### src/rtl/kbc_pkg.sv
package kbc_pkg;
    localparam logic [7:0] PORT_CMD_STAT = 8'h64;
    localparam logic [7:0] PORT_DATA     = 8'h60;
    localparam logic [7:0] CMD_WR_OUTPORT = 8'hD1;

    localparam int ST_OBF  = 0;
    localparam int ST_IBF  = 1;
    localparam int ST_CMD  = 3;
    localparam int ST_OVR  = 4;

    localparam int OP_RESET_N = 0;
    localparam int OP_A20     = 1;
endpackage

### src/rtl/kbc_inbuf.sv
module kbc_inbuf #(
    parameter int CONSUME_CYCLES = 4
) (
    input  logic       clk,
    input  logic       rst_n,
    input  logic       wr_cmd,
    input  logic       wr_data,
    input  logic [7:0] wdata,
    output logic       ibf,
    output logic       last_cmd,
    output logic [7:0] byte_out,
    output logic       consume,
    output logic       overrun
);
    localparam int CW = $clog2(CONSUME_CYCLES + 1);

    typedef struct packed {
        logic          ibf;
        logic          cmd;
        logic [7:0]    data;
        logic [CW-1:0] cnt;
        logic          ovr;
    } inbuf_t;

    inbuf_t st_d, st_q;
    logic   consume_w;

    always_comb begin
        st_d      = st_q;
        consume_w = st_q.ibf && (st_q.cnt == CW'(1));
        if (st_q.ibf) begin
            if (consume_w) begin
                st_d.ibf = 1'b0;
                st_d.cnt = '0;
            end else begin
                st_d.cnt = st_q.cnt - CW'(1);
            end
        end
        if (wr_cmd || wr_data) begin
            if (st_q.ibf) begin
                st_d.ovr = 1'b1;
            end else begin
                st_d.ibf  = 1'b1;
                st_d.cmd  = wr_cmd;
                st_d.data = wdata;
                st_d.cnt  = CW'(CONSUME_CYCLES);
            end
        end
    end

    always_ff @(posedge clk or negedge rst_n) begin
        if (!rst_n) st_q <= '0;
        else        st_q <= st_d;
    end

    assign ibf      = st_q.ibf;
    assign last_cmd = st_q.cmd;
    assign byte_out = st_q.data;
    assign consume  = consume_w;
    assign overrun  = st_q.ovr;

    AST_IBF_SET: assert property (@(posedge clk) disable iff (!rst_n)
        (!st_q.ibf && (wr_cmd || wr_data)) |=> ibf);
    AST_IBF_HOLD: assert property (@(posedge clk) disable iff (!rst_n)
        (st_q.ibf && !consume) |=> ibf);
    AST_CNT_RANGE: assert property (@(posedge clk) disable iff (!rst_n)
        st_q.cnt <= CW'(CONSUME_CYCLES));
    AST_DROP_STABLE: assert property (@(posedge clk) disable iff (!rst_n)
        (st_q.ibf && !consume) |=> ($stable(byte_out) && $stable(last_cmd)));
    AST_OVR_STICKY: assert property (@(posedge clk) disable iff (!rst_n)
        overrun |=> overrun);
endmodule

### src/rtl/kbc_outport.sv
module kbc_outport #(
    parameter logic [7:0] RESET_VAL = 8'h01
) (
    input  logic       clk,
    input  logic       rst_n,
    input  logic       consume,
    input  logic       is_cmd,
    input  logic [7:0] byte_in,
    output logic [7:0] port
);
    import kbc_pkg::*;

    typedef struct packed {
        logic       pend;
        logic [7:0] port;
    } oport_t;

    oport_t st_d, st_q;

    always_comb begin
        st_d = st_q;
        if (consume) begin
            if (is_cmd) begin
                st_d.pend = (byte_in == CMD_WR_OUTPORT);
            end else if (st_q.pend) begin
                st_d.port = byte_in;
                st_d.pend = 1'b0;
            end
        end
    end

    always_ff @(posedge clk or negedge rst_n) begin
        if (!rst_n) st_q <= '{pend: 1'b0, port: RESET_VAL};
        else        st_q <= st_d;
    end

    assign port = st_q.port;

    AST_PORT_HOLD: assert property (@(posedge clk) disable iff (!rst_n)
        !consume |=> $stable(port));
    AST_PORT_LOAD: assert property (@(posedge clk) disable iff (!rst_n)
        (consume && !is_cmd && st_q.pend) |=> (port == $past(byte_in)));
endmodule

### src/rtl/kbc_host_if.sv
module kbc_host_if #(
    parameter int         CONSUME_CYCLES = 4,
    parameter logic [7:0] OUTPORT_RESET  = 8'h01
) (
    input  logic       clk,
    input  logic       rst_n,
    input  logic [7:0] host_addr,
    input  logic       host_wr,
    input  logic       host_rd,
    input  logic [7:0] host_wdata,
    output logic [7:0] host_rdata,
    input  logic       dev_load,
    input  logic [7:0] dev_byte,
    input  logic       cpu_a20_in,
    output logic       mem_a20_out,
    output logic       a20_gate,
    output logic       cpu_reset_n
);
    import kbc_pkg::*;

    typedef struct packed {
        logic       obf;
        logic [7:0] obuf;
    } obuf_t;

    obuf_t      ob_d, ob_q;
    logic       sel_cmd, sel_data;
    logic       ibf, last_cmd, consume, overrun;
    logic [7:0] ib_byte, oport, status;

    assign sel_cmd  = (host_addr == PORT_CMD_STAT);
    assign sel_data = (host_addr == PORT_DATA);

    kbc_inbuf #(.CONSUME_CYCLES(CONSUME_CYCLES)) u_inbuf (
        .clk(clk), .rst_n(rst_n),
        .wr_cmd(host_wr && sel_cmd), .wr_data(host_wr && sel_data),
        .wdata(host_wdata),
        .ibf(ibf), .last_cmd(last_cmd), .byte_out(ib_byte),
        .consume(consume), .overrun(overrun)
    );

    kbc_outport #(.RESET_VAL(OUTPORT_RESET)) u_outport (
        .clk(clk), .rst_n(rst_n),
        .consume(consume), .is_cmd(last_cmd), .byte_in(ib_byte),
        .port(oport)
    );

    always_comb begin
        ob_d = ob_q;
        if (host_rd && sel_data) ob_d.obf = 1'b0;
        if (dev_load) begin
            ob_d.obf  = 1'b1;
            ob_d.obuf = dev_byte;
        end
    end

    always_ff @(posedge clk or negedge rst_n) begin
        if (!rst_n) ob_q <= '0;
        else        ob_q <= ob_d;
    end

    always_comb begin
        status          = '0;
        status[ST_OBF]  = ob_q.obf;
        status[ST_IBF]  = ibf;
        status[ST_CMD]  = last_cmd;
        status[ST_OVR]  = overrun;
    end

    always_comb begin
        host_rdata = '0;
        if (host_rd) begin
            if (sel_cmd)       host_rdata = status;
            else if (sel_data) host_rdata = ob_q.obuf;
        end
    end

    assign a20_gate    = oport[OP_A20];
    assign cpu_reset_n = oport[OP_RESET_N];
    assign mem_a20_out = cpu_a20_in & a20_gate;

    AST_OBF_CLEAR: assert property (@(posedge clk) disable iff (!rst_n)
        (host_rd && sel_data && !dev_load) |=> !ob_q.obf);
    AST_OBF_LOAD: assert property (@(posedge clk) disable iff (!rst_n)
        dev_load |=> (ob_q.obf && ob_q.obuf == $past(dev_byte)));
    AST_A20_MASKED: assert property (@(posedge clk) disable iff (!rst_n)
        !a20_gate |-> !mem_a20_out);
endmodule

### config.mk
export PLATFORM = sky130hd
export DESIGN_NAME = kbc_host_if
export DESIGN_NICKNAME = d
export VERILOG_FILES = /design/src/rtl/kbc_pkg.sv /design/src/rtl/kbc_inbuf.sv /design/src/rtl/kbc_outport.sv /design/src/rtl/kbc_host_if.sv
export SDC_FILE = /design/constraint.sdc
export NUM_CORES = 1
export LEC_CHECK = 0
export BUFFER_PORTS_ARGS = -buffer_cell sky130_fd_sc_hd__buf_2
export CAP_MARGIN = 10
export CORE_MARGIN = 2
export CORE_UTILIZATION = 49
export DETAILED_ROUTE_END_ITERATION = 8
export PLACE_DENSITY = 0.78
export SLEW_MARGIN = 20
export SYNTH_ARGS = -nofsm -noshare
export SYNTH_HDL_FRONTEND = slang
export SYNTH_SLANG_ARGS = --single-unit
### constraint.sdc
create_clock -name clk -period 1.73 [get_ports clk]
set_input_delay 0.0865 -clock clk [delete_from_list [all_inputs] [get_ports clk]]
set_output_delay 0.0865 -clock clk [all_outputs]
set_load 0.03 [all_outputs]
==> results by group, run 1 <==
Place
  – Post-DP HPWL: 1860 um
  – GPL Wtd Cong: 0.672
  – Port-buffer cells: 40
  – Placed inst area: 1490 um2
  – Worst slack at placement: 0.0651 ns

Route
  – Post-route ant nets: 0
  – Initial drt markers: 5
  – Drt via density: 5.07
  – Routed length per instance: 13.8 um
  – Via count: 933
  – First-pass detailed-route iteration total: 4
  – DRT Wirelength: 2530 um
  – # DRC: 0

Floorplanning
  – # rows: 18
  – Die height: 54.8 um
  – Ports: 41
  – Die ar.: 3000 um2
  – Die Wd: 54.8 um
  – Initial core utilization: 0.515
  – Core area: 2450 um2

Cells and area
  – Commonest non-fill, non-tap cell in the layout: buf_2
  – Layout cells sized above 1: 0.474
  – Filler cells: 172
  – Ant. Diodes: 0
  – FF+latch area: 652 um2
  – Most frequent cells in the layout: 40 x buf_2, 25 x dfrtp_1, 17 x dlygate4sd3_1
  – Area of the multi-input gates: 573 um2
  – Final instance area: 1720 um2
  – Synth-to-layout area growth: 35.9%
  – Total Nets Final: 188

Min path
  – Hold WC Path Type: input port to flip-flop
  – Worst Hold End: u_inbuf.overrun$_DFFE_PN0P_
  – Hold Path Origin: host_wr
  – Hold depth: 2

Power
  – Total power: 1.45 mW
  – Leak Pwr: 0.879 nW
  – Peak supply drop: 0.751 mV
  – Switching pwr: 0.363 mW
  – Power Internal: 1.09 mW
  – Sw frac: 0.250
  – Comb power frac: 0.213
  – PD cells: 844 nW/um2
  – Clock power frac: 0.288
  – Sequential Power Share: 0.500

Clocking
  – Post-CTS setup buffer count: 0
  – Root Buffer: clkbuf_4
  – CTS buffer count: 3
  – Clock buffer depth: 2
  – CTS tree: built
  – CTS Sinks: 26
  – Clock Latency Late Sink: 0.32 ns
  – Htree depth: 1
  – Clock transition at the registers of the reported paths: 0.15 ns

Yosys
  – Synth area leader: dfrtp_1
  – Average size of a mapped cell: 13.3 um2
  – Synth top area share: 0.495
  – Synthesized cell area: 1260 um2
  – Net Count, Synth: 128
  – Top post-synthesis cells by area: dfrtp_1 49%, mux2_4 11%, mux2_2 8.9%
  – Seq cells post-synth: 26
  – Ys async rst share: 1.00
  – Syn. warnings: 0
  – Synth Instances: 95
  – Main flop type after synthesis: dfrtp_1
  – Number of flops mapped to enable cells by yosys: 0
  – Post-synthesis cell type count: 31
  – Seq/Total Area, Yosys: 0.515

STA
  – Setup violators final: 0
  – Max Fclk: 643 MHz
  – Final Cycle Share: 0.899
  – Worst slew pin tran: 0.569 ns
  – Fin crit period: 1.56 ns
  – Max-slew violations: 0
  – RSZ-0062 raised after global routing: false
  – Setup slack after layout: 0.175 ns
  – Min Hold Slack: 0.0654 ns
  – Final Hold Violating Endpoints: 0
  – Setup tns final: 0 ns
  – Max-slew headroom: 0.621
  – Clock skew: 0.0105 ns

Global routing
  – Number of global-route vias before repair: 976
  – Initial antenna violation count: 0
  – Gr usage total: 0.195
  – Overflow after GRT: 0
  – Largest net degree at the start of global routing: 27
  – First-pass GRT wire length: 4130 um

Setup path
  – Worst Setup End Kind: flip-flop
  – R2R cell count: 5
  – Req. time, crit path: 1.96 ns
  – Setup CP Type: flip-flop to flip-flop
  – R2r setup slk: 0.17 ns
  – R2R Path End: u_outport.port[1]$_DFFE_PN0P_
  – CP startpoint: u_inbuf.st_q[2]$_DFF_PN0_
  – Worst R2R Start: u_inbuf.st_q[2]$_DFF_PN0_
  – Crit Path Max Fanout: 4
  – Worst EP arrival: 1.79 ns
  – CP Launch Type: flip-flop

Job
  – Max_cap viols: 0

Outcome
  – Run status: completed
worst max path at each step:
stage | end | slack (ns) | cells past startpoint
3_3_place_gp | u_outport.port[1]$_DFFE_PN0P_ | 0.19 | 5
2_1_floorplan | u_outport.port[1]$_DFFE_PN0P_ | 0.24 | 5
3_5_place_dp | u_outport.port[1]$_DFFE_PN0P_ | 0.07 | 5
5_1_grt | u_outport.port[1]$_DFFE_PN0P_ | 0.05 | 5
4_1_cts | u_outport.port[1]$_DFFE_PN0P_ | 0.04 | 5
6_report | u_outport.port[1]$_DFFE_PN0P_ | 0.17 | 5
metrics by stage:
| step | util | cells |
|---|---|---|
| after floorplan | - | 95 |
| after global placement | 0.608 | 163 |
| after detailed placement | 0.608 | 163 |
| after CTS | 0.698 | 184 |
| after global routing | 0.700 | 184 |
| final | 0.700 | 184 |
cells by family (layout without fill, tap and decap cells):
family / Yosys count / in the layout / synth area share
flops: 26 / 26 / 0.515
simple gates: 25 / 25 / 0.134
mux: 24 / 24 / 0.235
buf+inv: 9 / 68 / 0.0356
compound gates: 8 / 8 / 0.0505
fa+ha+maj: 3 / 3 / 0.0297
worst max-delay path, cell delays in order, from the launching register on:
cell	delay, ns
dfrtp_1	0.39
inv_1	0.09
ha_1	0.20
nand3b_1	0.16
nor3b_2	0.28
mux2_2	0.36
state kept, by name (all words and copies together), names as in the netlist:
register          count
ob_q                  9
u_inbuf.byte_out      8
u_inbuf.ibf           1
u_inbuf.last_cmd      1
u_inbuf.overrun       1
u_inbuf.st_q          3
u_outport.port        2
u_outport.st_q        1
repair_timing:
action	in CTS	in global routing
resized for setup	0	1
endpoints found under the hold margin	41	0
endpoints found under the setup margin	0	2
hold buffers	17	0
final cells by class:
type                       count  area share
sequential                    26       0.379
multi-input combinational     60       0.333
clock buffer                   3      0.0131
inverter                       5      0.0109
tap                           30      0.0218
timing repair buffer          59       0.224
clock inverter                 1      0.0175
layer usage:
layer  track usage  vias to the layer above  part of all wire
met3        0.0301                        4             0.041
met4        0.0625                        0             0.015
met2         0.371                       28              0.52
met5             0                        -                 0
li1              -                      454                 -
met1         0.218                      447              0.42
cell usage after synthesis, types with 2 or more instances:
master and number:
and2_1 4, clkbuf_1 2, dfrtp_1 25, ha_1 3, inv_1 5, mux2_2 10, mux2_4 9, mux2i_1 5
nand3_1 4, nand3b_1 2, nor2_1 6
power groups by stage:
stage | registers (mW) | clock network, mW | logic (mW)
floorplan | 0.721 | 0 | 0.199
global placement | 0.733 | 0 | 0.261
detailed placement | 0.737 | 0 | 0.283
CTS | 0.725 | 0.428 | 0.313
global route | 0.734 | 0.454 | 0.351
finish | 0.725 | 0.418 | 0.308
Power figures use the tool's default switching activity.
==> run 2, diff against run 1 <==
--- a/config.mk
+++ b/config.mk
@@ -11,6 +11,7 @@
 export CORE_UTILIZATION = 49
 export DETAILED_ROUTE_END_ITERATION = 8
 export PLACE_DENSITY = 0.78
+export REMOVE_ABC_BUFFERS = 1
 export SLEW_MARGIN = 20
 export SYNTH_ARGS = -nofsm -noshare
 export SYNTH_HDL_FRONTEND = slang
==> run 2 against run 1 <==
Effect of this change: critical path depth did not move; first-iteration DRC count rose by 140%; utilization did not move; routed wire length rose by 10%; fmax rose by 0.71%; global-route usage rose by 1.3 points; via count rose by 2.4%; clock skew fell by 0.0063 ns; flip-flop and latch count did not move; register-to-register slack barely moved; hold slack got worse by 0.0068 ns; critical path type unchanged.
==> results by group, run 2 (synthesized netlist as in run 1, its figures left out) <==
Setup path
  – Req. time, crit path: 1.96 ns (about the same)
  – Worst Setup End Kind: flip-flop
  – Buf/Inv on CP: 1 (unchanged)
  – Crit Path Max Fanout: 4 (unchanged)
  – CP max stage cell: dfrtp_1
  – Worst path cell trace: inv_1 > ha_1 > nand3b_1 > nor3b_2 > mux2_2
  – R2R cell count: 5 (unchanged)
  – Delay-heaviest family, CP: simple AND/OR/NAND/NOR gates
  – Worst EP arrival: 1.78 ns (about the same)
  – Max stage delay on crit path: 0.39 ns (about the same)
  – Levels on crit path: 5 (unchanged)
  – CP Launch Type: flip-flop
  – Setup CP Type: flip-flop to flip-flop

Global routing
  – Largest net degree at the start of global routing: 27 (unchanged)
  – Initial antenna violation count: 0 (unchanged)
  – Gr usage total: 0.209 (+0.0133)
  – Overflow after GRT: 0 (unchanged)
  – Number of global-route vias before repair: 998 (+2.3%)
  – First-pass GRT wire length: 4310 um (+4.2%)

Cells and area
  – Max FFs per register: 9 (unchanged)
  – Synth-to-layout area growth: 35.9% (unchanged)
  – Total Nets Final: 188 (unchanged)
  – Most frequent cells in the layout: 40 x buf_2, 25 x dfrtp_1, 17 x dlygate4sd3_1
  – Reg with most FFs: ob_q
  – Commonest non-fill, non-tap cell in the layout: buf_2
  – Final core utilization: 0.700 (unchanged)
  – Layout cells sized above 1: 0.474 (unchanged)
  – Ant. Diodes: 0 (unchanged)

Route
  – # DRC: 0 (unchanged)
  – First-pass detailed-route iteration total: 4 (unchanged)
  – Initial drt markers: 12 (+7)
  – Via count: 955 (+2.4%)
  – Drt via density: 5.19 (+2.4%)
  – DRT Wirelength: 2790 um (+10%)
  – Post-route ant nets: 0 (unchanged)
  – Routed length per instance: 15.2 um (+10%)

Min path
  – Hold depth: 2 (unchanged)
  – Hold WC Path Type: input port to flip-flop

STA
  – Max Fclk: 647 MHz (+0.71%)
  – Fin crit period: 1.54 ns (-0.0109 ns)
  – Max-slew violations: 0 (unchanged)
  – Min Hold Slack: 0.0586 ns (-0.00679 ns)
  – Max-slew headroom: 0.614 (-0.00744)
  – Setup violators final: 0 (unchanged)
  – Worst slew pin tran: 0.580 ns (+0.0112 ns)
  – Final Hold Violating Endpoints: 0 (unchanged)
  – Setup tns final: 0 ns (unchanged)
  – Setup slack after layout: 0.186 ns (+0.0109 ns)
  – RSZ-0062 raised after global routing: false
  – Clock skew: 0.00416 ns (-0.00629 ns)
  – Final Cycle Share: 0.893 (-0.00631)

Floorplanning
  – Ports: 41 (unchanged)
  – Die ar.: 3000 um2 (unchanged)
  – Die height: 54.8 um (unchanged)
  – Initial core utilization: 0.515 (unchanged)
  – Die Wd: 54.8 um (unchanged)
  – # rows: 18 (unchanged)
  – Core area: 2450 um2 (unchanged)

Clocking
  – Clock buffer depth: 2 (unchanged)
  – Post-CTS setup buffer count: 0 (unchanged)
  – CTS buffer count: 3 (unchanged)
  – Htree depth: 1 (unchanged)
  – Root Buffer: clkbuf_4
  – CTS Sinks: 26 (unchanged)
  – Clock Latency Late Sink: 0.33 ns (about the same)
  – CTS tree: built
  – Clock transition at the registers of the reported paths: 0.14 ns (about the same)

Power
  – Total power: 1.46 mW (+0.42%)
  – Leak Pwr: 0.879 nW (unchanged)
  – PD cells: 847 nW/um2 (+0.42%)
  – Peak supply drop: 0.625 mV (-17%)

Place
  – GPL Wtd Cong: 0.697 (+3.6%)
  – Worst slack at placement: 0.112 ns (+0.0468 ns)
  – Post-DP HPWL: 1820 um (-2.1%)
  – Port-buffer cells: 40 (unchanged)

Outcome
  – Run status: completed

Job
  – Max_cap viols: 0 (unchanged)
[run 2: cell counts in the layout (fill, tap and decap cells not counted)]
No cell type changed its count.
[run 2: worst paths after layout]
kind	start	endpoint	slack [ns]
worst max-delay path	u_inbuf.st_q[2]$_DFF_PN0_	u_outport.port[1]$_DFFE_PN0P_	0.19
worst min-delay path	host_wr	u_inbuf.overrun$_DFFE_PN0P_	0.06
worst max register to register	u_inbuf.st_q[2]$_DFF_PN0_	u_outport.port[1]$_DFFE_PN0P_	0.19
worst min register to register	u_inbuf.overrun$_DFFE_PN0P_	u_inbuf.overrun$_DFFE_PN0P_	0.50
max in group asynchronous	rst_n	ob_q[4]$_DFFE_PN0P_	1.08
min in group asynchronous	rst_n	u_inbuf.st_q[2]$_DFF_PN0_	0.27
[run 2: where the power goes]
part           internal [mW]  total [mW]  switching (mW)
clock network          0.234       0.421           0.187
logic                  0.173       0.309           0.136
registers              0.680       0.726          0.0462
total                   1.09        1.46           0.369
[run 2: final cells by class]
| cell class | instances | area [um2] |
|---|---|---|
| Fill cell | 170 | 736 |
| Sequential cell | 26 | 652 |
| Multi-Input combinational cell | 60 | 573 |
| Timing Repair Buffer | 59 | 385 |
| Tap cell | 30 | 37.5 |
| Clock inverter | 1 | 30.0 |
| Clock buffer | 3 | 22.5 |
| Inverter | 5 | 18.8 |
[run 2: timing repair]
action | 4_1_cts | 5_1_grt
setup endpoints to repair | 0 | 1
gates resized for setup | 0 | 1
endpoints found under the hold margin | 40 | 1
hold buffers | 16 | 1
[run 2: metrics by stage]
step                std cells  cell area, um2
floorplan                  91            1240
CTS                       183            1700
global placement          163            1490
finish                    184            1720
global route              184            1720
detailed placement        163            1490
[run 2: per-layer routing]
layer | track usage | up-vias | wire [um]
met5 | 0 | - | 0
met4 | 0.0750 | 0 | 21
met3 | 0.0383 | 4 | 127
met2 | 0.383 | 28 | 1510
met1 | 0.238 | 468 | 1130
li1 | - | 455 | -
==> run 3, diff against run 2 <==
==> constraint.sdc (replaced) <==
create_clock -name clk -period 1.73 [get_ports clk]
set_input_delay 0.173 -clock clk [delete_from_list [all_inputs] [get_ports clk]]
set_output_delay 0.173 -clock clk [all_outputs]
set_load 0.03 [all_outputs]
==> run 3 against run 2 <==
Effect of this change: critical path depth unchanged; non-clock buffer count shrank 16; utilization decreased by 6.0 points; die area did not move.
==> results by group, run 3 (synthesized netlist as in run 1, its figures left out) <==
Clocking
  – Clock buffer depth: 2 (unchanged)
  – Htree depth: 1 (unchanged)
  – Root Buffer: clkbuf_4
  – Clock Latency Late Sink: 0.33 ns (about the same)
  – Clock transition at the registers of the reported paths: 0.14 ns (about the same)
  – CTS tree: built
  – Post-CTS setup buffer count: 0 (unchanged)
  – CTS buffer count: 3 (unchanged)
  – CTS Sinks: 26 (unchanged)

Cells and area
  – Layout cells sized above 1: 0.529 (+0.0550)
  – Max FFs per register: 9 (unchanged)
  – Ant. Diodes: 0 (unchanged)
  – Synth-to-layout area growth: 24.2%
  – Most frequent cells in the layout: 40 x buf_2, 25 x dfrtp_1, 10 x mux2_2
  – Total Nets Final: 172 (-8.5%)
  – Filler cells: 214 (+26%)
  – Commonest non-fill, non-tap cell in the layout: buf_2
  – Non-filler instance count after layout: 168 (-8.7%)
  – Reg with most FFs: ob_q

Power
  – Total power: 1.45 mW (-0.49%)
  – Peak supply drop: 0.702 mV (+12%)
  – PD cells: 922 nW/um2 (+8.9%)
  – Leak Pwr: 0.815 nW (-7.3%)

Floorplanning
  – Initial core utilization: 0.515 (unchanged)
  – # rows: 18 (unchanged)
  – Die ar.: 3000 um2 (unchanged)
  – Ports: 41 (unchanged)
  – Die height: 54.8 um (unchanged)
  – Die Wd: 54.8 um (unchanged)
  – Core area: 2450 um2 (unchanged)

Place
  – Cell count after placement: 163 (unchanged)
  – GPL Wtd Cong: 0.673 (-3.4%)
  – Port-buffer cells: 40 (unchanged)
  – Post-DP HPWL: 2030 um (+12%)
  – Worst slack at placement: 0.0920 ns (-0.0199 ns)

Min path
  – Hold WC Path Type: input port to flip-flop

STA
  – Worst slew pin tran: 0.564 ns (-0.0157 ns)
  – Min Hold Slack: 0.0616 ns (+0.00305 ns)
  – Final Cycle Share: 0.911 (+0.0182)
  – Clock skew: 0.00433 ns (+0.000173 ns)
  – Final Hold Violating Endpoints: 0 (unchanged)
  – Max-slew headroom: 0.624 (+0.0105)
  – RSZ-0062 raised after global routing: false
  – Max Fclk: 635 MHz (-2.0%)
  – Fin crit period: 1.58 ns (+0.0314 ns)
  – Setup violators final: 0 (unchanged)
  – Setup tns final: 0 ns (unchanged)
  – Setup slack after layout: 0.154 ns (-0.0314 ns)
  – Max-slew violations: 0 (unchanged)

Route
  – Initial drt markers: 4 (-8)
  – Post-route ant nets: 0 (unchanged)
  – First-pass detailed-route iteration total: 2 (-2)
  – Routed length per instance: 15.3 um (+0.82%)
  – # DRC: 0 (unchanged)
  – DRT Wirelength: 2570 um (-7.9%)
  – Via count: 909 (-4.8%)
  – Drt via density: 5.41 (+4.2%)

Setup path
  – Req. time, crit path: 1.96 ns (about the same)
  – Crit Path Max Fanout: 4 (unchanged)
  – Worst EP arrival: 1.81 ns (+0.03 ns)
  – CP Launch Type: flip-flop
  – Worst Setup End Kind: flip-flop
  – Setup CP Type: flip-flop to flip-flop

Outcome
  – Run status: completed

Global routing
  – Overflow after GRT: 0 (unchanged)
  – Number of global-route vias before repair: 955 (-4.3%)
  – Gr usage total: 0.205 (-0.00371)
  – Initial antenna violation count: 0 (unchanged)
  – Largest net degree at the start of global routing: 27 (unchanged)
  – First-pass GRT wire length: 4240 um (-1.6%)

Job
  – Max_cap viols: 0 (unchanged)
## run 3: changes by cell type in the layout (fill, tap and decap cells not counted)
| cell | delta |
|---|---|
| buf_12 | +1 |
| dlygate4sd3_1 | -16 |
| buf_4 | -1 |
## run 3: metal layers
| metal | share of wire | wire (um) | track usage | up-vias |
|---|---|---|---|---|
| met5 | 0 | 0 | 0 | - |
| met4 | 0.023 | 59 | 0.108 | 0 |
| met3 | 0.043 | 111 | 0.0355 | 8 |
| met2 | 0.53 | 1370 | 0.353 | 30 |
| met1 | 0.40 | 1030 | 0.240 | 448 |
| li1 | - | - | - | 423 |
## run 3: final timing paths
check                                             from                         endpoint  slack [ns]  cells after the start
setup / recovery             u_inbuf.st_q[2]$_DFF_PN0_    u_outport.port[1]$_DFFE_PN0P_        0.15                      5
hold / removal                           host_wdata[0]  u_inbuf.byte_out[0]$_DFFE_PN0P_        0.06                      2
setup reg to reg             u_inbuf.st_q[2]$_DFF_PN0_    u_outport.port[1]$_DFFE_PN0P_        0.15                      5
hold reg to reg            u_inbuf.overrun$_DFFE_PN0P_      u_inbuf.overrun$_DFFE_PN0P_        0.50                      1
max in group asynchronous                        rst_n    u_outport.port[0]$_DFFE_PN1P_        1.00                      2
min in group asynchronous                        rst_n        u_inbuf.st_q[3]$_DFF_PN0_        0.35                      2
## run 3: report_power, final
part           switching [mW]  total, mW  internal (mW)  leakage (nW)
Combinational           0.144      0.296          0.152         0.463
Clock                   0.186      0.421          0.234        0.0279
Sequential             0.0527      0.733          0.680         0.324
## run 3: worst max-delay path: stages (launching register included)
cell	delay, ns
dfrtp_1	0.40
inv_1	0.10
ha_1	0.20
nand3b_1	0.17
nor3b_2	0.26
mux2_2	0.36
## run 3: layout make-up
cell class,count,area [um2],share of cell area
Timing Repair Buffer,43,238,0.151
Tap cell,30,37.5,0.0239
Multi-Input combinational cell,60,573,0.365
Clock inverter,1,30.0,0.0191
Inverter,5,18.8,0.0119
Sequential cell,26,652,0.415
Clock buffer,3,22.5,0.0143
## run 3: per-stage QoR
step                utilization  cell area (um2)
floorplan                     -             1240
global placement          0.613             1500
detailed placement        0.613             1500
CTS                       0.638             1570
global route              0.640             1570
finish                    0.640             1570
## run 3: timing repair
item                                    4_1_cts  5_1_grt
endpoints found under the setup margin        0        1
resized for setup                             0        1
hold endpoints to repair                     25        0
hold buffers                                  1        0
